==> src/rtl/smm_pkg.sv <==
`timescale 1ns/1ps
package smm_pkg;

  function automatic int min2(input int x, input int y);
    return (x < y) ? x : y;
  endfunction

  // Run step on which an operand with outer index o and inner index k enters the grid edge.
  function automatic int feed_slot(input int o, input int k);
    return o + 2 * k;
  endfunction

  // Run step on which the finished sum (i,j) sits in its exit-edge tile register.
  function automatic int cap_slot(input int i, input int j, input int n);
    return i + j + min2(i, j) + 2 * n - 1;
  endfunction

  function automatic int last_slot(input int n);
    return 5 * n - 4;
  endfunction

endpackage

==> src/rtl/smm_tile.sv <==
`timescale 1ns/1ps
module smm_tile #(
  parameter int DW = 8,
  parameter int AW = 20
) (
  input  logic          clk_i,
  input  logic          rst_ni,
  input  logic [DW-1:0] a_i,
  input  logic [DW-1:0] b_i,
  input  logic [AW-1:0] c_i,
  output logic [DW-1:0] a_o,
  output logic [DW-1:0] b_o,
  output logic [AW-1:0] c_o
);

  logic signed [2*DW-1:0] prod;
  logic        [AW-1:0]   prod_ext;

  assign prod     = $signed(a_i) * $signed(b_i);
  assign prod_ext = {{(AW-2*DW){prod[2*DW-1]}}, prod};

  always_ff @(posedge clk_i or negedge rst_ni) begin
    if (!rst_ni) begin
      a_o <= '0;
      b_o <= '0;
      c_o <= '0;
    end else begin
      a_o <= a_i;
      b_o <= b_i;
      c_o <= c_i + prod_ext;
    end
  end

  assert_zero_operand_R8: assert property (@(posedge clk_i) disable iff (!rst_ni)
    (a_i == '0 || b_i == '0) |=> c_o == $past(c_i));

endmodule

==> src/rtl/smm_feeder.sv <==
`timescale 1ns/1ps
module smm_feeder #(
  parameter  int N  = 2,
  parameter  int DW = 8,
  parameter  int SW = 4,
  localparam int G  = 2 * N - 1
) (
  input  logic                 busy_i,
  input  logic [SW-1:0]        step_i,
  input  logic [N*N*DW-1:0]    a_i,
  input  logic [N*N*DW-1:0]    b_i,
  output logic [G-1:0][DW-1:0] a_feed_o,
  output logic [G-1:0][DW-1:0] b_feed_o
);

  for (genvar p = 0; p < G; p++) begin : g_lane
    logic [N-1:0][DW-1:0] a_cand, b_cand;
    logic [DW-1:0]        a_or, b_or;

    for (genvar k = 0; k < N; k++) begin : g_k
      localparam int O = k + p - (N - 1);
      if (O >= 0 && O < N) begin : g_live
        localparam int SLOT = smm_pkg::feed_slot(O, k);
        logic hit;
        assign hit       = busy_i && (step_i == SW'(SLOT));
        assign a_cand[k] = hit ? a_i[(O*N+k)*DW +: DW] : '0;  // A[O][k] on row lane p
        assign b_cand[k] = hit ? b_i[(k*N+O)*DW +: DW] : '0;  // B[k][O] on column lane p
      end else begin : g_dead
        assign a_cand[k] = '0;
        assign b_cand[k] = '0;
      end
    end

    // Slots of one lane differ by 3, so at most one candidate is nonzero.
    always_comb begin
      a_or = '0;
      b_or = '0;
      for (int k = 0; k < N; k++) begin
        a_or = a_or | a_cand[k];
        b_or = b_or | b_cand[k];
      end
    end

    assign a_feed_o[p] = a_or;
    assign b_feed_o[p] = b_or;
  end

endmodule

==> src/rtl/smm_grid.sv <==
`timescale 1ns/1ps
module smm_grid #(
  parameter  int N  = 2,
  parameter  int DW = 8,
  parameter  int AW = 20,
  localparam int G  = 2 * N - 1
) (
  input  logic                         clk_i,
  input  logic                         rst_ni,
  input  logic [G-1:0][DW-1:0]         a_feed_i,
  input  logic [G-1:0][DW-1:0]         b_feed_i,
  output logic [G-1:0][G-1:0][AW-1:0]  c_grid_o
);

  logic [DW-1:0] a_w [G][G];
  logic [DW-1:0] b_w [G][G];
  logic [AW-1:0] c_w [G][G];

  // A steps +Q, B steps +P, sums step -P-Q.
  for (genvar p = 0; p < G; p++) begin : g_p
    for (genvar q = 0; q < G; q++) begin : g_q
      logic [DW-1:0] a_in, b_in;
      logic [AW-1:0] c_in;

      if (q == 0) begin : g_ae
        assign a_in = a_feed_i[p];
      end else begin : g_an
        assign a_in = a_w[p][q-1];
      end

      if (p == 0) begin : g_be
        assign b_in = b_feed_i[q];
      end else begin : g_bn
        assign b_in = b_w[p-1][q];
      end

      if (p == G - 1 || q == G - 1) begin : g_ce
        assign c_in = '0;
      end else begin : g_cn
        assign c_in = c_w[p+1][q+1];
      end

      smm_tile #(.DW(DW), .AW(AW)) u_tile (
        .clk_i  (clk_i),
        .rst_ni (rst_ni),
        .a_i    (a_in),
        .b_i    (b_in),
        .c_i    (c_in),
        .a_o    (a_w[p][q]),
        .b_o    (b_w[p][q]),
        .c_o    (c_w[p][q])
      );

      assign c_grid_o[p][q] = c_w[p][q];
    end
  end

endmodule

==> src/rtl/smm_collector.sv <==
`timescale 1ns/1ps
module smm_collector #(
  parameter  int N  = 2,
  parameter  int AW = 20,
  parameter  int SW = 4,
  localparam int G  = 2 * N - 1
) (
  input  logic                        clk_i,
  input  logic                        rst_ni,
  input  logic                        busy_i,
  input  logic [SW-1:0]               step_i,
  input  logic [G-1:0][G-1:0][AW-1:0] c_grid_i,
  output logic [N*N*AW-1:0]           c_mat_o
);

  logic [N*N*AW-1:0] res_q;

  always_ff @(posedge clk_i or negedge rst_ni) begin
    if (!rst_ni) begin
      res_q <= '0;
    end else if (busy_i) begin
      for (int i = 0; i < N; i++) begin
        for (int j = 0; j < N; j++) begin
          if (int'(step_i) == smm_pkg::cap_slot(i, j, N))
            res_q[(i*N+j)*AW +: AW] <=
              c_grid_i[i - smm_pkg::min2(i, j)][j - smm_pkg::min2(i, j)];
        end
      end
    end
  end

  assign c_mat_o = res_q;

  assert_hold_idle_R5: assert property (@(posedge clk_i) disable iff (!rst_ni)
    !busy_i |=> $stable(res_q));

endmodule

==> src/rtl/systolic_matmul.sv <==
`timescale 1ns/1ps
module systolic_matmul #(
  parameter int N  = 2,
  parameter int DW = 8,
  parameter int AW = 20
) (
  input  logic              clk_i,
  input  logic              rst_ni,
  input  logic              start_i,
  input  logic [N*N*DW-1:0] a_mat_i,
  input  logic [N*N*DW-1:0] b_mat_i,
  output logic              busy_o,
  output logic              done_o,
  output logic [N*N*AW-1:0] c_mat_o
);

  localparam int G    = 2 * N - 1;
  localparam int LAST = smm_pkg::last_slot(N);
  localparam int SW   = $clog2(LAST + 2);
  localparam logic [SW-1:0] LastStep = SW'(LAST);

  logic              busy_q, done_q;
  logic [SW-1:0]     step_q;
  logic [N*N*DW-1:0] a_q, b_q;

  always_ff @(posedge clk_i or negedge rst_ni) begin
    if (!rst_ni) begin
      busy_q <= 1'b0;
      done_q <= 1'b0;
      step_q <= '0;
      a_q    <= '0;
      b_q    <= '0;
    end else begin
      done_q <= 1'b0;
      if (!busy_q) begin
        if (start_i) begin
          busy_q <= 1'b1;
          step_q <= '0;
          a_q    <= a_mat_i;
          b_q    <= b_mat_i;
        end
      end else if (step_q == LastStep) begin
        busy_q <= 1'b0;
        done_q <= 1'b1;
      end else begin
        step_q <= step_q + 1'b1;
      end
    end
  end

  logic [G-1:0][DW-1:0]        a_feed, b_feed;
  logic [G-1:0][G-1:0][AW-1:0] c_grid;

  smm_feeder #(.N(N), .DW(DW), .SW(SW)) u_feeder (
    .busy_i   (busy_q),
    .step_i   (step_q),
    .a_i      (a_q),
    .b_i      (b_q),
    .a_feed_o (a_feed),
    .b_feed_o (b_feed)
  );

  smm_grid #(.N(N), .DW(DW), .AW(AW)) u_grid (
    .clk_i    (clk_i),
    .rst_ni   (rst_ni),
    .a_feed_i (a_feed),
    .b_feed_i (b_feed),
    .c_grid_o (c_grid)
  );

  smm_collector #(.N(N), .AW(AW), .SW(SW)) u_collector (
    .clk_i    (clk_i),
    .rst_ni   (rst_ni),
    .busy_i   (busy_q),
    .step_i   (step_q),
    .c_grid_i (c_grid),
    .c_mat_o  (c_mat_o)
  );

  assign busy_o = busy_q;
  assign done_o = done_q;

  assert_done_pulse_R2: assert property (@(posedge clk_i) disable iff (!rst_ni)
    done_q |=> !done_q);

  assert_done_idle_R2: assert property (@(posedge clk_i) disable iff (!rst_ni)
    done_q |-> !busy_q);

  assert_start_ignored_R4: assert property (@(posedge clk_i) disable iff (!rst_ni)
    (busy_q && start_i) |=> ($stable(a_q) && $stable(b_q)));

endmodule

==> config.mk <==
export PLATFORM = sky130hd
export DESIGN_NAME = systolic_matmul
export DESIGN_NICKNAME = d
export VERILOG_FILES = /design/src/rtl/smm_pkg.sv /design/src/rtl/smm_tile.sv /design/src/rtl/smm_feeder.sv /design/src/rtl/smm_grid.sv /design/src/rtl/smm_collector.sv /design/src/rtl/systolic_matmul.sv
export SDC_FILE = /design/constraint.sdc
export NUM_CORES = 2
export LEC_CHECK = 0
export ABC_AREA = 1
export ABC_CLOCK_PERIOD_IN_PS = 6600
export BUFFER_PORTS_ARGS = -buffer_cell sky130_fd_sc_hd__buf_2
export CAP_MARGIN = 20
export CORE_ASPECT_RATIO = 1.75
export CORE_MARGIN = 2
export CORE_UTILIZATION = 47
export CTS_BUF_LIST = sky130_fd_sc_hd__clkbuf_2
export DETAILED_ROUTE_END_ITERATION = 7
export PLACE_DENSITY = 0.71
export SKIP_LAST_GASP = 1
export SLEW_MARGIN = 15
export SYNTH_ARGS = -nofsm -noshare
export SYNTH_HDL_FRONTEND = slang
export SYNTH_SLANG_ARGS = --single-unit
==> constraint.sdc <==
create_clock -name clk_i -period 6.6 [get_ports clk_i]
set_input_delay 0.66 -clock clk_i [delete_from_list [all_inputs] [get_ports clk_i]]
set_output_delay 0.66 -clock clk_i [all_outputs]
set_load 0.1 [all_outputs]
==> out/metrics.csv <==
stage,metric,value,unit
outcome,outcome,"complete, no violations",
sta,final-setup-viol-count,0,
power,clkPwrFrac,0.105,
sta,setup_tns,0,ns
yosys,synth_cell_types,44,
yosys,yosysTopAreaCell,fa_1,
sta,drv_slew,0,
placement,place_hpwl,60.76,mm
worst_setup_path,cp-start-kind,register,
die,die_area,70720,sq um
power,pwr-share-comb,0.659,
sta,worst_pin_slew,0.9306,ns
worst_setup_path,crit_type,register to register,
route,wl_per_cell,15.39,um
yosys,synth_edf_count,0,
placement,gp_congestion,0.9032,
cells_and_area,regArea,8558,sq um
sta,clock.fmax,0.1649,GHz
worst_setup_path,r2r_start,step_q[0],
worst_setup_path,crit_top_cell,inv_1,
power,p_seq_frac,0.236,
grt,grt.overflow.total,0,
grt,track_usage,0.2244,
sta,finClkSkew,0.09823,ns
yosys,ys.flop_type,dfrtp_1,
die,row_count,127,
hold_path,min_to,a_q[24],
worst_setup_path,worstSetupEndpointType,register,
clock_tree,cts.sinks,342,
die,die_h,350.3,um
worst_setup_path,path_buf_inv,9,
cells_and_area,fill_cells,6283,
worst_setup_path,slowest_stage,fa_2,
clock_tree,cts_max_level,3,
clock_tree,cts_tree,done,
yosys,ys_seq_area_frac,0.2657,
clock_tree,cts_max_path_buffers,3,
sta,rsz0062_at_grt,no,
worst_setup_path,crit_fanout,16,
clock_tree,clk_pin_slew,0.10,ns
yosys,synthDominantCellAreaShare,0.2791,
yosys,syn_avg_cell_area,8.814,sq um
yosys,syn_area,32210,sq um
cells_and_area,syn2layout_area_growth,9.829,%
sta,fin_crit,6.062,ns
yosys,ys_async_sr_fraction,1.000,
cells_and_area,multi_input_area,19450,sq um
clock_tree,root_buffer,clkbuf_2,
worst_setup_path,cp.required,7.71,ns
placement,placement.io_buffers,148,
power,power_switching,8.699,mW
die,io_pins,149,
hold_path,hp-start,start_i,
die,core,68170,sq um
worst_setup_path,worstRegToRegCells,31,
yosys,syn-num-nets,4425,
sta,slew_headroom,0.3796,
clock_tree,insertion_delay,1.26,ns
worst_setup_path,critPathTopFamily,adder cells,
route,drtPass1Iterations,7,
power,power_density,444.3,nW/um^2
worst_setup_path,reg2reg_to,u_grid.g_p[0].g_q[0].u_tile.c_o[16],
placement,dp_cells,4615,
yosys,synth-seq-cells,342,
route,route.detailed.drc,0,
sta,finalCritPeriodShare,0.9186,
grt,first_global_vias,25190,
grt,grt_pass1_wl,124.5,mm
flow_run,cap_violations,0,
power,cell_internal_pwr,7.016,mW
power,swShare,0.5535,
cells_and_area,drive_gt1_frac,0.1026,
worst_setup_path,r2r_slack,0.54,ns
route,via_per_inst,4.796,
sta,hold_viol_final,0,
cells_and_area,layout.nets,4638,
hold_path,hold_depth,3,
yosys,yosysWarnings,0,
worst_setup_path,critPathArrivalTime,7.17,ns
clock_tree,post_cts_buffers,0,
route,ant_nets,0,
power,leakagePower,20.04,nW
yosys,syn_inst,3654,
grt,antenna_found_initial,4,
cells_and_area,final_cells,4842,
grt,grt_start_max_net_pins,125,
clock_tree,cts_made_buffers,85,
route,drt_wl_total,74.53,mm
route,vias,23220,
worst_setup_path,cpPeakStageDelay,0.66,ns
yosys,synth_area_leaders,"fa_1 28%, dfrtp_1 27%, inv_1 11%, ha_1 9.9%, nand2_1 8.4%",
die,die_width,201.9,um
power,vdd_drop_max,0.4188,mV
die,start_util,0.4724,
hold_path,hold_path_class,input pin to register,
route,dr.first_iter.drc_count,1010,
[worst register-to-register path: cells and delay by family, from the launching register on]
| family | cells | cell delay [ns] |
|---|---|---|
| flops | 1 | 0.43 |
| compound gates | 3 | 0.48 |
| buf+inv | 9 | 0.76 |
| fa+ha+maj | 7 | 2.93 |
| simple gates | 12 | 1.31 |
[synth_stat cells (6+ instances only)]
| cell | number |
|---|---|
| a21oi_1 | 112 |
| buf_2 | 14 |
| buf_4 | 12 |
| clkbuf_1 | 70 |
| dfrtp_1 | 342 |
| fa_1 | 449 |
| ha_1 | 255 |
| inv_1 | 986 |
| inv_2 | 10 |
| mux2_2 | 40 |
| nand2_1 | 723 |
| nand3_1 | 89 |
| nand4_1 | 11 |
| nor2_1 | 277 |
| nor3_1 | 6 |
| o21ai_0 | 55 |
| o21ai_1 | 21 |
| o21bai_1 | 16 |
| o22ai_4 | 11 |
| or2_2 | 28 |
| xnor2_1 | 29 |
| xor2_1 | 56 |
[final cells by class]
cell class,instances,share of cell area
Multi-Input combinational cell,2215,0.5499
Sequential cell,342,0.2420
Inverter,997,0.1059
Timing Repair Buffer,226,0.04485
Tap cell,903,0.03194
Clock buffer,115,0.01627
Clock inverter,41,0.008879
Antenna cell,3,0.0002122
[per-layer routing]
layer / track usage / share of wire
met5: 0 / 0.00017
met4: 0.1110 / 0.047
met3: 0.03214 / 0.040
met2: 0.4211 / 0.54
met1: 0.2459 / 0.37
[cell families (layout without fill, tap and decap cells)]
kind of cell               after synthesis  after routing  share of synthesized area
DFF                                    342            342                     0.2657
adders and majority gates              704            704                     0.3782
and+or+nand+nor                       1155           1155                     0.1447
other                                    0              3                          0
muxes                                   40             40                    0.01399
xor gates and xnor gates                85             85                    0.02312
buffers and inverters                 1097           1379                     0.1306
AOI/OAI and AO/OA                      231            231                    0.04375
[metrics by stage]
step | hold slack, ns | setup slack [ns] | area (sq um) | power, mW | util
detailed placement | 0.4636 | 0.4568 | 33750 | 14.12 | 0.4951
CTS | 0.007416 | 0.4186 | 35330 | 15.91 | 0.5183
floorplan | 0.3519 | 0.6142 | 32210 | 11.53 | -
finish | 0.1369 | 0.5375 | 35370 | 15.72 | 0.5189
global route | 0.1661 | 0.01363 | 35370 | 17.41 | 0.5188
global placement | 0.4523 | 0.5338 | 33730 | 13.90 | 0.4947
[layout by cell type, fill, tap and decap left out, types with 89 or more instances in the layout]
master / instances
fa_1: 448
nand3_1: 89
inv_1: 986
dfrtp_1: 342
buf_2: 147
nor2_1: 277
nand2_1: 722
a21oi_1: 112
ha_1: 255
clkbuf_2: 115
[how the worst max path moves through the flow]
stage | startpoint | to | cells after the start
6_report | step_q[0] | u_grid.g_p[0].g_q[0].u_tile.c_o[16] | 31
5_1_grt | step_q[0] | u_grid.g_p[0].g_q[0].u_tile.c_o[16] | 31
3_5_place_dp | step_q[0] | u_grid.g_p[0].g_q[0].u_tile.c_o[16] | 31
4_1_cts | step_q[0] | u_grid.g_p[0].g_q[0].u_tile.c_o[16] | 31
2_1_floorplan | busy_o | u_grid.g_p[0].g_q[0].u_tile.c_o[16] | 30
3_3_place_gp | step_q[0] | u_grid.g_p[0].g_q[0].u_tile.c_o[18] | 33
[sequential cells by signal (all words and copies together) (netlist names)]
register / count
step_q: 3
a_q: 32
u_grid.g_p.g_q.u_tile.a_o: 40
u_grid.g_p.g_q.u_tile.b_o: 40
u_grid.g_p.g_q.u_tile.c_o: 119
b_q: 32
done_o: 1
busy_o: 1
u_collector.c_mat_o: 74
[power groups by stage]
| stage | Combinational [mW] | Clock, mW | Sequential [mW] |
|---|---|---|---|
| after global placement | 10.2 | 0 | 3.73 |
| after global routing | 11.8 | 1.83 | 3.79 |
| final | 10.4 | 1.65 | 3.71 |
| after CTS | 10.5 | 1.72 | 3.70 |
| after floorplan | 6.91 | 0 | 4.63 |
| after detailed placement | 10.4 | 0 | 3.73 |
[repair_timing]
item | 4_1_cts | 5_1_grt
gates resized for setup | 0 | 3
hold buffers | 67 | 0
hold endpoints to repair | 162 | 0
setup endpoints to repair | 0 | 3
Power figures use the tool's default switching activity.
